`src/rtl/sdram_guard_pkg.sv`:
```
package sdram_guard_pkg;

  typedef enum logic [2:0] {
    OP_NOP = 3'd0,
    OP_ACT = 3'd1,
    OP_RD  = 3'd2,
    OP_WR  = 3'd3,
    OP_PRE = 3'd4,
    OP_BST = 3'd5
  } op_e;

  typedef enum logic [2:0] {
    RULE_NONE   = 3'd0,
    RULE_STATE  = 3'd1,
    RULE_RRD    = 3'd2,
    RULE_ROWCYC = 3'd3,
    RULE_RCD    = 3'd4,
    RULE_RAS    = 3'd5,
    RULE_WRREC  = 3'd6,
    RULE_COLWR  = 3'd7
  } rule_e;

  function automatic int unsigned ps2cyc(int unsigned ps, int unsigned clk_ps);
    return (ps + clk_ps - 1) / clk_ps;
  endfunction

  function automatic int unsigned cnt_w(int unsigned maxv);
    return (maxv < 2) ? 1 : $clog2(maxv + 1);
  endfunction

  function automatic int unsigned less1(int unsigned c);
    return (c > 0) ? c - 1 : 0;
  endfunction

  function automatic int unsigned max3(int unsigned a, int unsigned b, int unsigned c);
    int unsigned m;
    m = (a > b) ? a : b;
    return (m > c) ? m : c;
  endfunction

endpackage

```
`src/rtl/sdram_guard_cnt.sv`:
```
// Saturating down-counter: set overwrites, ext keeps the larger of value and count.
module sdram_guard_cnt #(
  parameter int unsigned W = 4
) (
  input  logic         clk_i,
  input  logic         rst_ni,
  input  logic         set_i,
  input  logic [W-1:0] set_val_i,
  input  logic         ext_i,
  input  logic [W-1:0] ext_val_i,
  output logic         zero_o
);

  logic [W-1:0] cnt_q, dec, nxt;

  assign dec = (cnt_q == '0) ? '0 : cnt_q - W'(1);

  always_comb begin
    nxt = dec;
    if (set_i)      nxt = set_val_i;
    else if (ext_i) nxt = (ext_val_i > dec) ? ext_val_i : dec;
  end

  always_ff @(posedge clk_i or negedge rst_ni) begin
    if (!rst_ni) cnt_q <= '0;
    else         cnt_q <= nxt;
  end

  assign zero_o = (cnt_q == '0);

  // spacing counters fall by one per idle cycle (R2..R8 rely on it)
  assert_cnt_step_R2: assert property (@(posedge clk_i) disable iff (!rst_ni)
    (!set_i && !ext_i && cnt_q != '0) |=> (cnt_q == $past(cnt_q) - W'(1)));

  assert_cnt_rest_R2: assert property (@(posedge clk_i) disable iff (!rst_ni)
    (!set_i && !ext_i && zero_o) |=> zero_o);

endmodule

```
`src/rtl/sdram_guard_bank.sv`:
```
module sdram_guard_bank
  import sdram_guard_pkg::*;
#(
  parameter int unsigned RCD_C    = 3,
  parameter int unsigned RAS_C    = 6,
  parameter int unsigned RC_C     = 9,
  parameter int unsigned RP_C     = 3,
  parameter int unsigned RDL_C    = 2,
  parameter int unsigned DAL_C    = 5,
  parameter int unsigned RASMAX_C = 12500
) (
  input  logic clk_i,
  input  logic rst_ni,
  input  logic act_i,
  input  logic wr_ap_i,
  input  logic pre_i,
  input  logic wr_last_i,
  output logic open_o,
  output logic rcd_zero_o,
  output logic ras_zero_o,
  output logic rc_zero_o,
  output logic rdl_zero_o,
  output logic ras_warn_o
);

  localparam int unsigned RCD_L = less1(RCD_C);
  localparam int unsigned RAS_L = less1(RAS_C);
  localparam int unsigned RC_L  = less1(RC_C);
  localparam int unsigned RP_L  = less1(RP_C);
  localparam int unsigned RDL_L = less1(RDL_C);
  localparam int unsigned DAL_L = less1(DAL_C);
  localparam int unsigned RCD_W = cnt_w(RCD_L);
  localparam int unsigned RAS_W = cnt_w(RAS_L);
  localparam int unsigned ROW_W = cnt_w(max3(RC_L, RP_L, DAL_L));
  localparam int unsigned RDL_W = cnt_w(RDL_L);
  localparam int unsigned AGE_W = cnt_w(RASMAX_C + 1);
  localparam logic [AGE_W-1:0] AGE_LIM = AGE_W'(RASMAX_C);

  logic             open_q, ap_q, close_wr;
  logic [AGE_W-1:0] age_q;
  logic [ROW_W-1:0] row_ext_val;

  assign close_wr = wr_last_i && (ap_q || wr_ap_i);

  always_ff @(posedge clk_i or negedge rst_ni) begin
    if (!rst_ni) begin
      open_q <= 1'b0;
      ap_q   <= 1'b0;
    end else begin
      if (act_i)                    open_q <= 1'b1;
      else if (pre_i || close_wr)   open_q <= 1'b0;
      if (act_i || close_wr)        ap_q <= 1'b0;
      else if (wr_ap_i)             ap_q <= 1'b1;
    end
  end

  always_ff @(posedge clk_i or negedge rst_ni) begin
    if (!rst_ni)              age_q <= '0;
    else if (act_i)           age_q <= AGE_W'(1);
    else if (!open_q)         age_q <= '0;
    else if (age_q <= AGE_LIM) age_q <= age_q + AGE_W'(1);
  end

  assign row_ext_val = close_wr ? ROW_W'(DAL_L) : ROW_W'(RP_L);

  sdram_guard_cnt #(.W(RCD_W)) u_rcd (
    .clk_i, .rst_ni, .set_i(act_i), .set_val_i(RCD_W'(RCD_L)),
    .ext_i(1'b0), .ext_val_i('0), .zero_o(rcd_zero_o));

  sdram_guard_cnt #(.W(RAS_W)) u_ras (
    .clk_i, .rst_ni, .set_i(act_i), .set_val_i(RAS_W'(RAS_L)),
    .ext_i(1'b0), .ext_val_i('0), .zero_o(ras_zero_o));

  sdram_guard_cnt #(.W(ROW_W)) u_row (
    .clk_i, .rst_ni, .set_i(act_i), .set_val_i(ROW_W'(RC_L)),
    .ext_i(pre_i || close_wr), .ext_val_i(row_ext_val), .zero_o(rc_zero_o));

  sdram_guard_cnt #(.W(RDL_W)) u_rdl (
    .clk_i, .rst_ni, .set_i(1'b0), .set_val_i('0),
    .ext_i(wr_last_i), .ext_val_i(RDL_W'(RDL_L)), .zero_o(rdl_zero_o));

  assign open_o     = open_q;
  assign ras_warn_o = open_q && (age_q > AGE_LIM);

  assert_act_opens_R9: assert property (@(posedge clk_i) disable iff (!rst_ni)
    act_i |=> open_o);

  assert_warn_fresh_R11: assert property (@(posedge clk_i) disable iff (!rst_ni)
    act_i |=> !ras_warn_o);

  assert_pre_clears_warn_R11: assert property (@(posedge clk_i) disable iff (!rst_ni)
    (pre_i && !act_i) |=> !ras_warn_o && !open_o);

  assert_ap_close_R7: assert property (@(posedge clk_i) disable iff (!rst_ni)
    (close_wr && !act_i && DAL_C > 1) |=> !open_o && !rc_zero_o);

endmodule

```
`src/rtl/sdram_guard_global.sv`:
```
module sdram_guard_global
  import sdram_guard_pkg::*;
#(
  parameter int unsigned RRD_C = 2,
  parameter int unsigned CDL_C = 1,
  parameter int unsigned BDL_C = 1
) (
  input  logic clk_i,
  input  logic rst_ni,
  input  logic act_i,
  input  logic wr_last_i,
  output logic rrd_zero_o,
  output logic cdl_zero_o,
  output logic bdl_zero_o
);

  localparam int unsigned RRD_L = less1(RRD_C);
  localparam int unsigned CDL_L = less1(CDL_C);
  localparam int unsigned BDL_L = less1(BDL_C);
  localparam int unsigned RRD_W = cnt_w(RRD_L);
  localparam int unsigned CDL_W = cnt_w(CDL_L);
  localparam int unsigned BDL_W = cnt_w(BDL_L);

  sdram_guard_cnt #(.W(RRD_W)) u_rrd (
    .clk_i, .rst_ni, .set_i(act_i), .set_val_i(RRD_W'(RRD_L)),
    .ext_i(1'b0), .ext_val_i('0), .zero_o(rrd_zero_o));

  sdram_guard_cnt #(.W(CDL_W)) u_cdl (
    .clk_i, .rst_ni, .set_i(1'b0), .set_val_i('0),
    .ext_i(wr_last_i), .ext_val_i(CDL_W'(CDL_L)), .zero_o(cdl_zero_o));

  sdram_guard_cnt #(.W(BDL_W)) u_bdl (
    .clk_i, .rst_ni, .set_i(1'b0), .set_val_i('0),
    .ext_i(wr_last_i), .ext_val_i(BDL_W'(BDL_L)), .zero_o(bdl_zero_o));

  assert_rrd_block_R2: assert property (@(posedge clk_i) disable iff (!rst_ni)
    (act_i && RRD_C > 1) |=> !rrd_zero_o);

endmodule

```
`src/rtl/sdram_cmd_guard.sv`:
```
module sdram_cmd_guard
  import sdram_guard_pkg::*;
#(
  parameter int unsigned NUM_BANKS     = 4,
  parameter int unsigned CLK_PS        = 8000,
  parameter int unsigned T_RRD_PS      = 15000,
  parameter int unsigned T_RCD_PS      = 20000,
  parameter int unsigned T_RP_PS       = 20000,
  parameter int unsigned T_RAS_PS      = 45000,
  parameter int unsigned T_RAS_MAX_PS  = 100000000,
  parameter int unsigned T_RC_PS       = 65000,
  parameter int unsigned T_RDL_CK      = 2,
  parameter int unsigned T_CDL_CK      = 1,
  parameter int unsigned T_BDL_CK      = 1,
  parameter int unsigned T_DAL_CK      = 2,
  parameter int unsigned T_DAL_PS      = 20000,
  localparam int unsigned BA_W         = (NUM_BANKS < 2) ? 1 : $clog2(NUM_BANKS)
) (
  input  logic                 clk_i,
  input  logic                 rst_ni,
  input  logic                 cmd_valid_i,
  input  logic [2:0]           cmd_op_i,
  input  logic [BA_W-1:0]      cmd_bank_i,
  input  logic                 cmd_auto_pre_i,
  input  logic                 wr_last_i,
  input  logic [BA_W-1:0]      wr_bank_i,
  output logic                 allowed_o,
  output logic [2:0]           rule_o,
  output logic                 viol_o,
  output logic [2:0]           viol_rule_o,
  output logic [NUM_BANKS-1:0] ras_warn_o
);

  localparam int unsigned RRD_C    = ps2cyc(T_RRD_PS, CLK_PS);
  localparam int unsigned RCD_C    = ps2cyc(T_RCD_PS, CLK_PS);
  localparam int unsigned RP_C     = ps2cyc(T_RP_PS, CLK_PS);
  localparam int unsigned RAS_C    = ps2cyc(T_RAS_PS, CLK_PS);
  localparam int unsigned RASMAX_C = ps2cyc(T_RAS_MAX_PS, CLK_PS);
  localparam int unsigned RC_C     = ps2cyc(T_RC_PS, CLK_PS);
  localparam int unsigned DAL_C    = T_DAL_CK + ps2cyc(T_DAL_PS, CLK_PS);

  op_e   op;
  rule_e rule;
  logic  is_act, is_wr;

  logic [NUM_BANKS-1:0] open_b, rcd_z, ras_z, rc_z, rdl_z, wl_b;
  logic                 rrd_z, cdl_z, bdl_z;

  assign op     = op_e'(cmd_op_i);
  assign is_act = cmd_valid_i && (op == OP_ACT);
  assign is_wr  = cmd_valid_i && (op == OP_WR);

  for (genvar b = 0; b < NUM_BANKS; b++) begin : g_bank
    logic hit;
    assign hit     = (cmd_bank_i == BA_W'(b));
    assign wl_b[b] = wr_last_i && (wr_bank_i == BA_W'(b));

    sdram_guard_bank #(
      .RCD_C(RCD_C), .RAS_C(RAS_C), .RC_C(RC_C), .RP_C(RP_C),
      .RDL_C(T_RDL_CK), .DAL_C(DAL_C), .RASMAX_C(RASMAX_C)
    ) u_bank (
      .clk_i, .rst_ni,
      .act_i     (is_act && hit),
      .wr_ap_i   (is_wr && cmd_auto_pre_i && hit),
      .pre_i     (cmd_valid_i && (op == OP_PRE) && hit && open_b[b]),
      .wr_last_i (wl_b[b]),
      .open_o    (open_b[b]),
      .rcd_zero_o(rcd_z[b]),
      .ras_zero_o(ras_z[b]),
      .rc_zero_o (rc_z[b]),
      .rdl_zero_o(rdl_z[b]),
      .ras_warn_o(ras_warn_o[b])
    );
  end

  sdram_guard_global #(
    .RRD_C(RRD_C), .CDL_C(T_CDL_CK), .BDL_C(T_BDL_CK)
  ) u_global (
    .clk_i, .rst_ni,
    .act_i     (is_act),
    .wr_last_i (wr_last_i),
    .rrd_zero_o(rrd_z),
    .cdl_zero_o(cdl_z),
    .bdl_zero_o(bdl_z)
  );

  // Rule selection; bank state first, then the spacing counters.
  always_comb begin
    rule = RULE_NONE;
    if (cmd_valid_i) begin
      unique case (op)
        OP_ACT: begin
          if (open_b[cmd_bank_i])      rule = RULE_STATE;
          else if (!rc_z[cmd_bank_i])  rule = RULE_ROWCYC;
          else if (!rrd_z)             rule = RULE_RRD;
        end
        OP_RD, OP_WR: begin
          if (!open_b[cmd_bank_i])     rule = RULE_STATE;
          else if (!rcd_z[cmd_bank_i]) rule = RULE_RCD;
          else if (!cdl_z)             rule = RULE_COLWR;
        end
        OP_PRE: begin
          if (open_b[cmd_bank_i]) begin
            if (!ras_z[cmd_bank_i])    rule = RULE_RAS;
            else if (!rdl_z[cmd_bank_i] || (wl_b[cmd_bank_i] && T_RDL_CK > 0))
                                       rule = RULE_WRREC;
          end
        end
        OP_BST: begin
          if (!bdl_z)                  rule = RULE_COLWR;
        end
        default: rule = RULE_NONE;
      endcase
    end
  end

  assign rule_o    = rule;
  assign allowed_o = cmd_valid_i && (rule == RULE_NONE);

  always_ff @(posedge clk_i or negedge rst_ni) begin
    if (!rst_ni) begin
      viol_o      <= 1'b0;
      viol_rule_o <= '0;
    end else begin
      viol_o      <= cmd_valid_i && (rule != RULE_NONE);
      viol_rule_o <= rule;
    end
  end

  assert_legal_quiet_R10: assert property (@(posedge clk_i) disable iff (!rst_ni)
    allowed_o |=> !viol_o);

  assert_illegal_flags_R10: assert property (@(posedge clk_i) disable iff (!rst_ni)
    (cmd_valid_i && !allowed_o) |=> viol_o && (viol_rule_o != 3'd0));

  assert_nop_free_R12: assert property (@(posedge clk_i) disable iff (!rst_ni)
    (cmd_valid_i && op == OP_NOP) |-> allowed_o);

  assert_idle_quiet_R12: assert property (@(posedge clk_i) disable iff (!rst_ni)
    !cmd_valid_i |-> (rule_o == 3'd0) && !allowed_o);

endmodule

```
`config.mk`:
```
export PLATFORM = sky130hd
export DESIGN_NAME = sdram_cmd_guard
export DESIGN_NICKNAME = d
export VERILOG_FILES = /design/src/rtl/sdram_guard_pkg.sv /design/src/rtl/sdram_guard_cnt.sv /design/src/rtl/sdram_guard_bank.sv /design/src/rtl/sdram_guard_global.sv /design/src/rtl/sdram_cmd_guard.sv
export SDC_FILE = /design/constraint.sdc
export NUM_CORES = 1
export LEC_CHECK = 0
export BUFFER_PORTS_ARGS = -buffer_cell sky130_fd_sc_hd__buf_4
export CAP_MARGIN = 20
export CORE_ASPECT_RATIO = 1.4
export CORE_MARGIN = 2
export CORE_UTILIZATION = 57
export DETAILED_ROUTE_END_ITERATION = 8
export PLACE_DENSITY_LB_ADDON = 0.08
export SETUP_SLACK_MARGIN = 0.2
export SLEW_MARGIN = 20
export SYNTH_ARGS = -nofsm -noshare
export SYNTH_HDL_FRONTEND = slang
export SYNTH_HIERARCHICAL = 1
export SYNTH_SLANG_ARGS = --single-unit
export TNS_END_PERCENT = 20
```
`constraint.sdc`:
```
create_clock -name clk_i -period 3.15 [get_ports clk_i]
set_input_delay 0.945 -clock clk_i [delete_from_list [all_inputs] [get_ports clk_i]]
set_output_delay 0.945 -clock clk_i [all_outputs]
set_load 0.01 [all_outputs]
```
* Word-level counts from Yosys, hierarchy flattened *
Cells that the tools add are included.

word-level totals
  flip-flop bits (word level) = 111

operators by class
  bitwise gates (word level) = 4
  reduce and logical (&&, ||, !) cells = 73
  equality and inequality tests = 15
  mux-type cells = 108
  add/subtract/negate cells = 23
  $lt $le $gt $ge = 19

operator list
  kind                                                     number
  2-to-1 mux 14 bit                                        12
  2-to-1 mux 4 bit                                         16
  2-to-1 mux 3 bit                                         20
  adder 14 x 1 -> 14 bit (second input constant)           4
  > comparator 14 bit (second input constant)              4
  less-or-equal comparator 14 bit (second input constant)  4
  2-to-1 mux 1 bit                                         42
  logical AND 1 bit                                        34
  2-to-1 mux 2 bit                                         11
  > comparator 4 bit                                       4
  zero test 4 bit                                          4
  nonzero test 2 bit                                       8
  subtractor 4 x 1 -> 4 bit (second input constant)        4
  zero test 3 bit                                          5
  logical OR 1 bit                                         13
  binary-select mux 1 bit (select 2 bit)                   6
  zero test 2 bit                                          6
  inequality test 3 x 2 -> 1 bit (second input constant)   4
  one-hot mux 3 bit (4 select lines)                       1
  subtractor 3 x 1 -> 3 bit (second input constant)        4
  == test 2 bit (second input constant)                    4
  subtractor 2 x 1 -> 2 bit (second input constant)        4
  subtractor 1 bit (second input constant)                 7
  == test 3 x 2 -> 1 bit (second input constant)           2
  other kinds (9)                                          19

* Logic depth before layout (Yosys ltp) *
  depth in word-level cells = 12
  mapped depth = 11

* Modules after synthesis *
Netlist, hierarchy kept.

modules (own cells, without submodules)
  module                                         area each (um^2)  cells an instance  instances  sequential area each (um^2)
  sdram_guard_bank                               869.6             98                 4          400.4
  sdram_guard_cnt at g_bank[0].u_bank.u_row ...  405.4             49                 4          100.1
  sdram_guard_cnt at g_bank[0].u_bank.u_ras ...  279.0             32                 4          75.1
  sdram_guard_cnt at g_bank[0].u_bank.u_rcd ...  190.2             20                 4          50.0
  sdram_cmd_guard                                626.9             77                 1          100.1
  sdram_guard_cnt at g_bank[0].u_bank.u_rdl ...  41.3              5                  7          25.0
  sdram_guard_global                             7.5               2                  1          0.0

* Worst setup path before layout *
Ideal clock, no wire load.

  path kind = input to output
  from = in cmd_bank_i[0]
  to = out allowed_o
  arrival time = 2.495 ns
  stages on the path = 5
  path buffers = 1
  slack = -0.290 ns
  cell sequence = buf_6 mux4_2 and3_1 o31a_1 nor4_1

on the way
  longest elaborated chain between the ends = 11

RTL lines
  what                                    line                    RTL
  start: declaration                      sdram_cmd_guard.sv:23   input logic [BA_W-1:0] cmd_bank_i,
  binary-select mux 1 bit (select 2 bit)  sdram_cmd_guard.sv:105  else if (!rdl_z[cmd_bank_i] || (wl_b[cmd_bank_i] && T_RDL_CK > 0))
  2-to-1 mux 1 bit (implied by the code)  sdram_cmd_guard.sv:105
  zero test 1 bit                         sdram_cmd_guard.sv:105
  logical OR 1 bit                        sdram_cmd_guard.sv:105
  2-to-1 mux 3 bit                        sdram_cmd_guard.sv:105
  2-to-1 mux 3 bit                        sdram_cmd_guard.sv:104  if (!ras_z[cmd_bank_i]) rule = RULE_RAS;
  2-to-1 mux 3 bit                        sdram_cmd_guard.sv:103  if (open_b[cmd_bank_i]) begin
  one-hot mux 3 bit (4 select lines) *    sdram_cmd_guard.sv:91   unique case (op)
  2-to-1 mux 3 bit *                      sdram_cmd_guard.sv:90   if (cmd_valid_i) begin
  via rule_o[1]                           sdram_cmd_guard.sv:28   output logic [2:0] rule_o,
  zero test 3 bit *                       sdram_cmd_guard.sv:118  assign allowed_o = cmd_valid_i && (rule == RULE_NONE);
  logical AND 1 bit *                     sdram_cmd_guard.sv:118
  end: declaration                        sdram_cmd_guard.sv:27   output logic allowed_o,

The timed path passes the listed nets; every way through them passes the cells marked *. The select of a mux whose other input is x is not followed.

* Worst setup path after layout *
  from = in cmd_bank_i[0]
  to = out rule_o[2]

on the way
  longest elaborated chain between the ends = 9

RTL lines
  what                                    line
  binary-select mux 1 bit (select 2 bit)  sdram_cmd_guard.sv:105
  2-to-1 mux 1 bit (implied by the code)  sdram_cmd_guard.sv:105
  zero test 1 bit                         sdram_cmd_guard.sv:105
  logical OR 1 bit                        sdram_cmd_guard.sv:105
  2-to-1 mux 3 bit                        sdram_cmd_guard.sv:105
  2-to-1 mux 3 bit                        sdram_cmd_guard.sv:104
  2-to-1 mux 3 bit                        sdram_cmd_guard.sv:103
  one-hot mux 3 bit (4 select lines) *    sdram_cmd_guard.sv:91
  2-to-1 mux 3 bit *                      sdram_cmd_guard.sv:90
  end: declaration                        sdram_cmd_guard.sv:28

Mark *: on every way between the ends. The rest lies on a longest branch, timed or not. The select of a mux whose other input is x is not followed.

==> reports/qor.log <==
[critical_path] critical path capture point type output port
[cts] clock tree from TritonCTS yes
[logic_synthesis] share of flip-flops with an asynchronous set or reset after synthesis 100%
[timing] unrepaired setup endpoints after global routing yes
[logic_synthesis] cell area after synthesis 7900 µm²
[drt] Detailed Route Iter0 Violations 315
[drt] drt total wl 17700 µm
[drt] DRC violation count after routing 0
[cts] clock latency reported for the late side of the worst-skew pair 0.35 ns
[timing] Worst Clk Skew 0.0115 ns
[critical_path] number of cells on the worst reg-to-reg path 9
[drt] Via Count 7096
[timing] Slew @ Worst Pin 0.534 ns
[die] die area 14800 µm²
[logic_synthesis] Synth area leader sky130_fd_sc_hd__dfrtp_1
[layout] commonest cells after routing, fill and taps aside sky130_fd_sc_hd__conb_1, sky130_fd_sc_hd__dfrtp_1, sky130_fd_sc_hd__nand2_1
[layout] layout overhead on the synthesized area 21.9%
[cts] maximum buffer depth of the clock tree 2
[critical_path] crit start category primary input
[timing] highest achievable clock rate 0.295 GHz
[timing] number of failing setup endpoints in the final timing report 4
[critical_path] Arrival @ worst endpoint 2.44 ns
[grt] all-layer global routing usage 25.0%
[grt] global-route wire length before repair 30200 µm
[cts] clk sinks 111
[drt] antenna-violating nets left 0
[placed_design] RePlAce Congestion 0.866
[cts] level count of the clock H-tree 3
[layout] leading cell type in the layout, fill and taps excluded sky130_fd_sc_hd__conb_1
[logic_synthesis] Synth top area share 35.2%
[cts] hold-fix buffers at CTS 0
[grt] largest net degree at the start of global routing 57
[layout] antenna cells 0
[logic_synthesis] flip-flop cell with the highest count after synthesis sky130_fd_sc_hd__dfrtp_1
[timing] max-slew violation count 0
[critical_path] worst setup slack for register-to-register paths 0.86 ns
[die] effective utilization at floorplan 58.7%
[grt] number of antenna violations at the first check in global routing 0
[layout] # fillers 1088
[timing] aggregate negative setup slack -0.799 ns
[logic_synthesis] largest cells by area after synthesis sky130_fd_sc_hd__dfrtp_1, sky130_fd_sc_hd__ha_1, sky130_fd_sc_hd__a21oi_1
[grt] leftover overflow at the end of global routing 0
[die] total core area 13500 µm²
[placed_design] detailed placement HPWL 12900 µm
[logic_synthesis] number of warnings issued by yosys 6
[cts] TritonCTS Buffers 9
[layout] number of nets in the finished design 1184
[logic_synthesis] number of enable-type register cells in the synthesized netlist 0
[timing] final hold viol count 0
[logic_synthesis] post-synthesis register bit count 111
[drt] Pre-antenna DRT Iters 5
[die] vertical die dimension 143 µm
[critical_path] CP max FO 5
[critical_path] endpoint of the lowest-slack register-to-register path g_bank[3].u_bank/u_row/cnt_q[2]$_DFF_PN0_
[die] ports placed on the boundary 24
[power_and_ir_drop] maximum VDD drop 0.358 mV
[layout] post-layout instance area 9630 µm²
[timing] Slew headroom 64.4%
[power_and_ir_drop] Total Power 0.00526 W
[worst_hold_path] kind of path behind the tightest hold check primary input to asynchronous set/reset pin
[die] width of the die 103 µm
[cts] Clk Tree Root Cell sky130_fd_sc_hd__clkbuf_16
[placed_design] area of placed instances 9150 µm²
[critical_path] critical setup path kind primary input to output port
[critical_path] required time of the worst setup path 2.20 ns
[drt] WL per Instance 13.5 µm
[job] max-capacitance violation count 0
[logic_synthesis] share of synthesized area occupied by flip-flops and latches 35.2%
[drt] vias per cell 5.41
[power_and_ir_drop] power density cells 546 nW/µm²
[critical_path] startpoint of the worst register-to-register path g_bank[3].u_bank/u_row/cnt_q[0]$_DFF_PN0_
[timing] min cycle time layout 3.39 ns
[cts] clock edge transition at the registers on the reported setup and hold paths 0.08 ns
[critical_path] launching element of the worst setup path cmd_bank_i[0]
[timing] post-route fraction of the period consumed by the critical path 108%
[status] failing checks negative setup slack
[placed_design] Port-buffer cells 23
[logic_synthesis] Cell variety after synth 71
[grt] vias in the first global route 6839
[logic_synthesis] average footprint of a synthesized cell 8.68 µm²
[timing] worst setup margin -0.236 ns
[power_and_ir_drop] Static Leak 4.45 nW
[timing] smallest hold slack 0.527 ns
[logic_synthesis] Synth Instances 910
[layout] layout cells sized above 1 15.1%
[status] outcome complete, but fails checks
[die] standard-cell rows 50
-- area by class of cell --
cell class	count	area, µm²	area share, %
Inverter	80	300	3.12
Multi-Input combinational cell	839	5370	55.7
Sequential cell	111	2780	28.9
Clock inverter	3	20.0	0.208
Timing Repair Buffer	83	696	7.22
Tap cell	182	228	2.36
Clock buffer	13	240	2.49
-- synthesized netlist by cell type (all sizes together) (9+ instances only) --
cell	count
dfrtp	111
inv	80
nand2	77
nor2	70
o21ai	67
a21oi	65
ha	48
or3	37
nor3	28
nand3	24
nand2b	22
and3	20
nor2b	14
and2	13
o31ai	13
a31oi	12
buf	11
clkbuf	10
conb	10
and4	9
nand4	9
o211ai	9
-- worst max path at each step --
| stage | slack, ns | to |
|---|---|---|
| after detailed placement | -0.34 | allowed_o |
| after floorplan | -0.10 | allowed_o |
| after global placement | -0.32 | allowed_o |
| final | -0.24 | rule_o[2] |
| after global routing | -0.32 | rule_o[2] |
| after CTS | -0.25 | allowed_o |
-- what timing repair did --
action                                  4_1_cts  5_1_grt
buffers inserted                              4        3
endpoints found under the setup margin        5       19
resized for setup                             8       34
pin swaps                                     9       21
cloned                                        1        0
-- through the flow --
stage / setup slack, ns / util (%) / std cells
floorplan: -0.104 / - / 1051
global placement: -0.323 / 68.1 / 1287
detailed placement: -0.343 / 68.1 / 1287
CTS: -0.249 / 70.7 / 1308
global route: -0.316 / 71.6 / 1311
finish: -0.236 / 71.6 / 1311
-- sequential cells by signal, indices dropped and copies added, names as in the netlist --
register and flops:
g_bank.u_bank/u_row/cnt_q 16, g_bank.u_bank/u_rcd/cnt_q 8, g_bank.u_bank/open_o 4, g_bank.u_bank/age_q 56, u_global/u_bdl/cnt_q 1, g_bank.u_bank/u_ras/cnt_q 12
u_global/u_rrd/cnt_q 1, g_bank.u_bank/ap_q 4, u_global/u_cdl/cnt_q 1, viol_o 1, g_bank.u_bank/u_rdl/cnt_q 4, viol_rule_o 3
-- logic make-up after synthesis --
group,count (synthesis),synth area share [%]
muxes,11,2.14
DFF,111,35.2
and+or+nand+nor,360,24.6
AOI/OAI and AO/OA,259,23.6
adders and majority gates,48,7.60
buffers and inverters,101,5.37
other,10,0.475
xor gates and xnor gates,10,1.11
-- report_power, final --
group          internal, W  total (W)  switching [W]
combinational      0.00103    0.00220        0.00117
sequential         0.00169    0.00200       0.000307
clock             0.000538    0.00106       0.000522
-- layer usage --
metal / share of wire, % / GRT usage [%]
met3: 2.8 / 3.06
met1: 43 / 30.4
met5: 0 / 0
met4: 1.1 / 7.13
met2: 53 / 45.6
-- worst max-delay path, stage by stage --
cell	delay [ns]
sky130_fd_sc_hd__buf_12	0.09
sky130_fd_sc_hd__buf_4	0.11
sky130_fd_sc_hd__mux4_2	0.51
sky130_fd_sc_hd__o311ai_2	0.10
sky130_fd_sc_hd__nand4b_1	0.14
sky130_fd_sc_hd__o211ai_1	0.25
sky130_fd_sc_hd__buf_4	0.20
sky130_fd_sc_hd__buf_6	0.10
No activity file was read; power rests on OpenSTA's default activity.
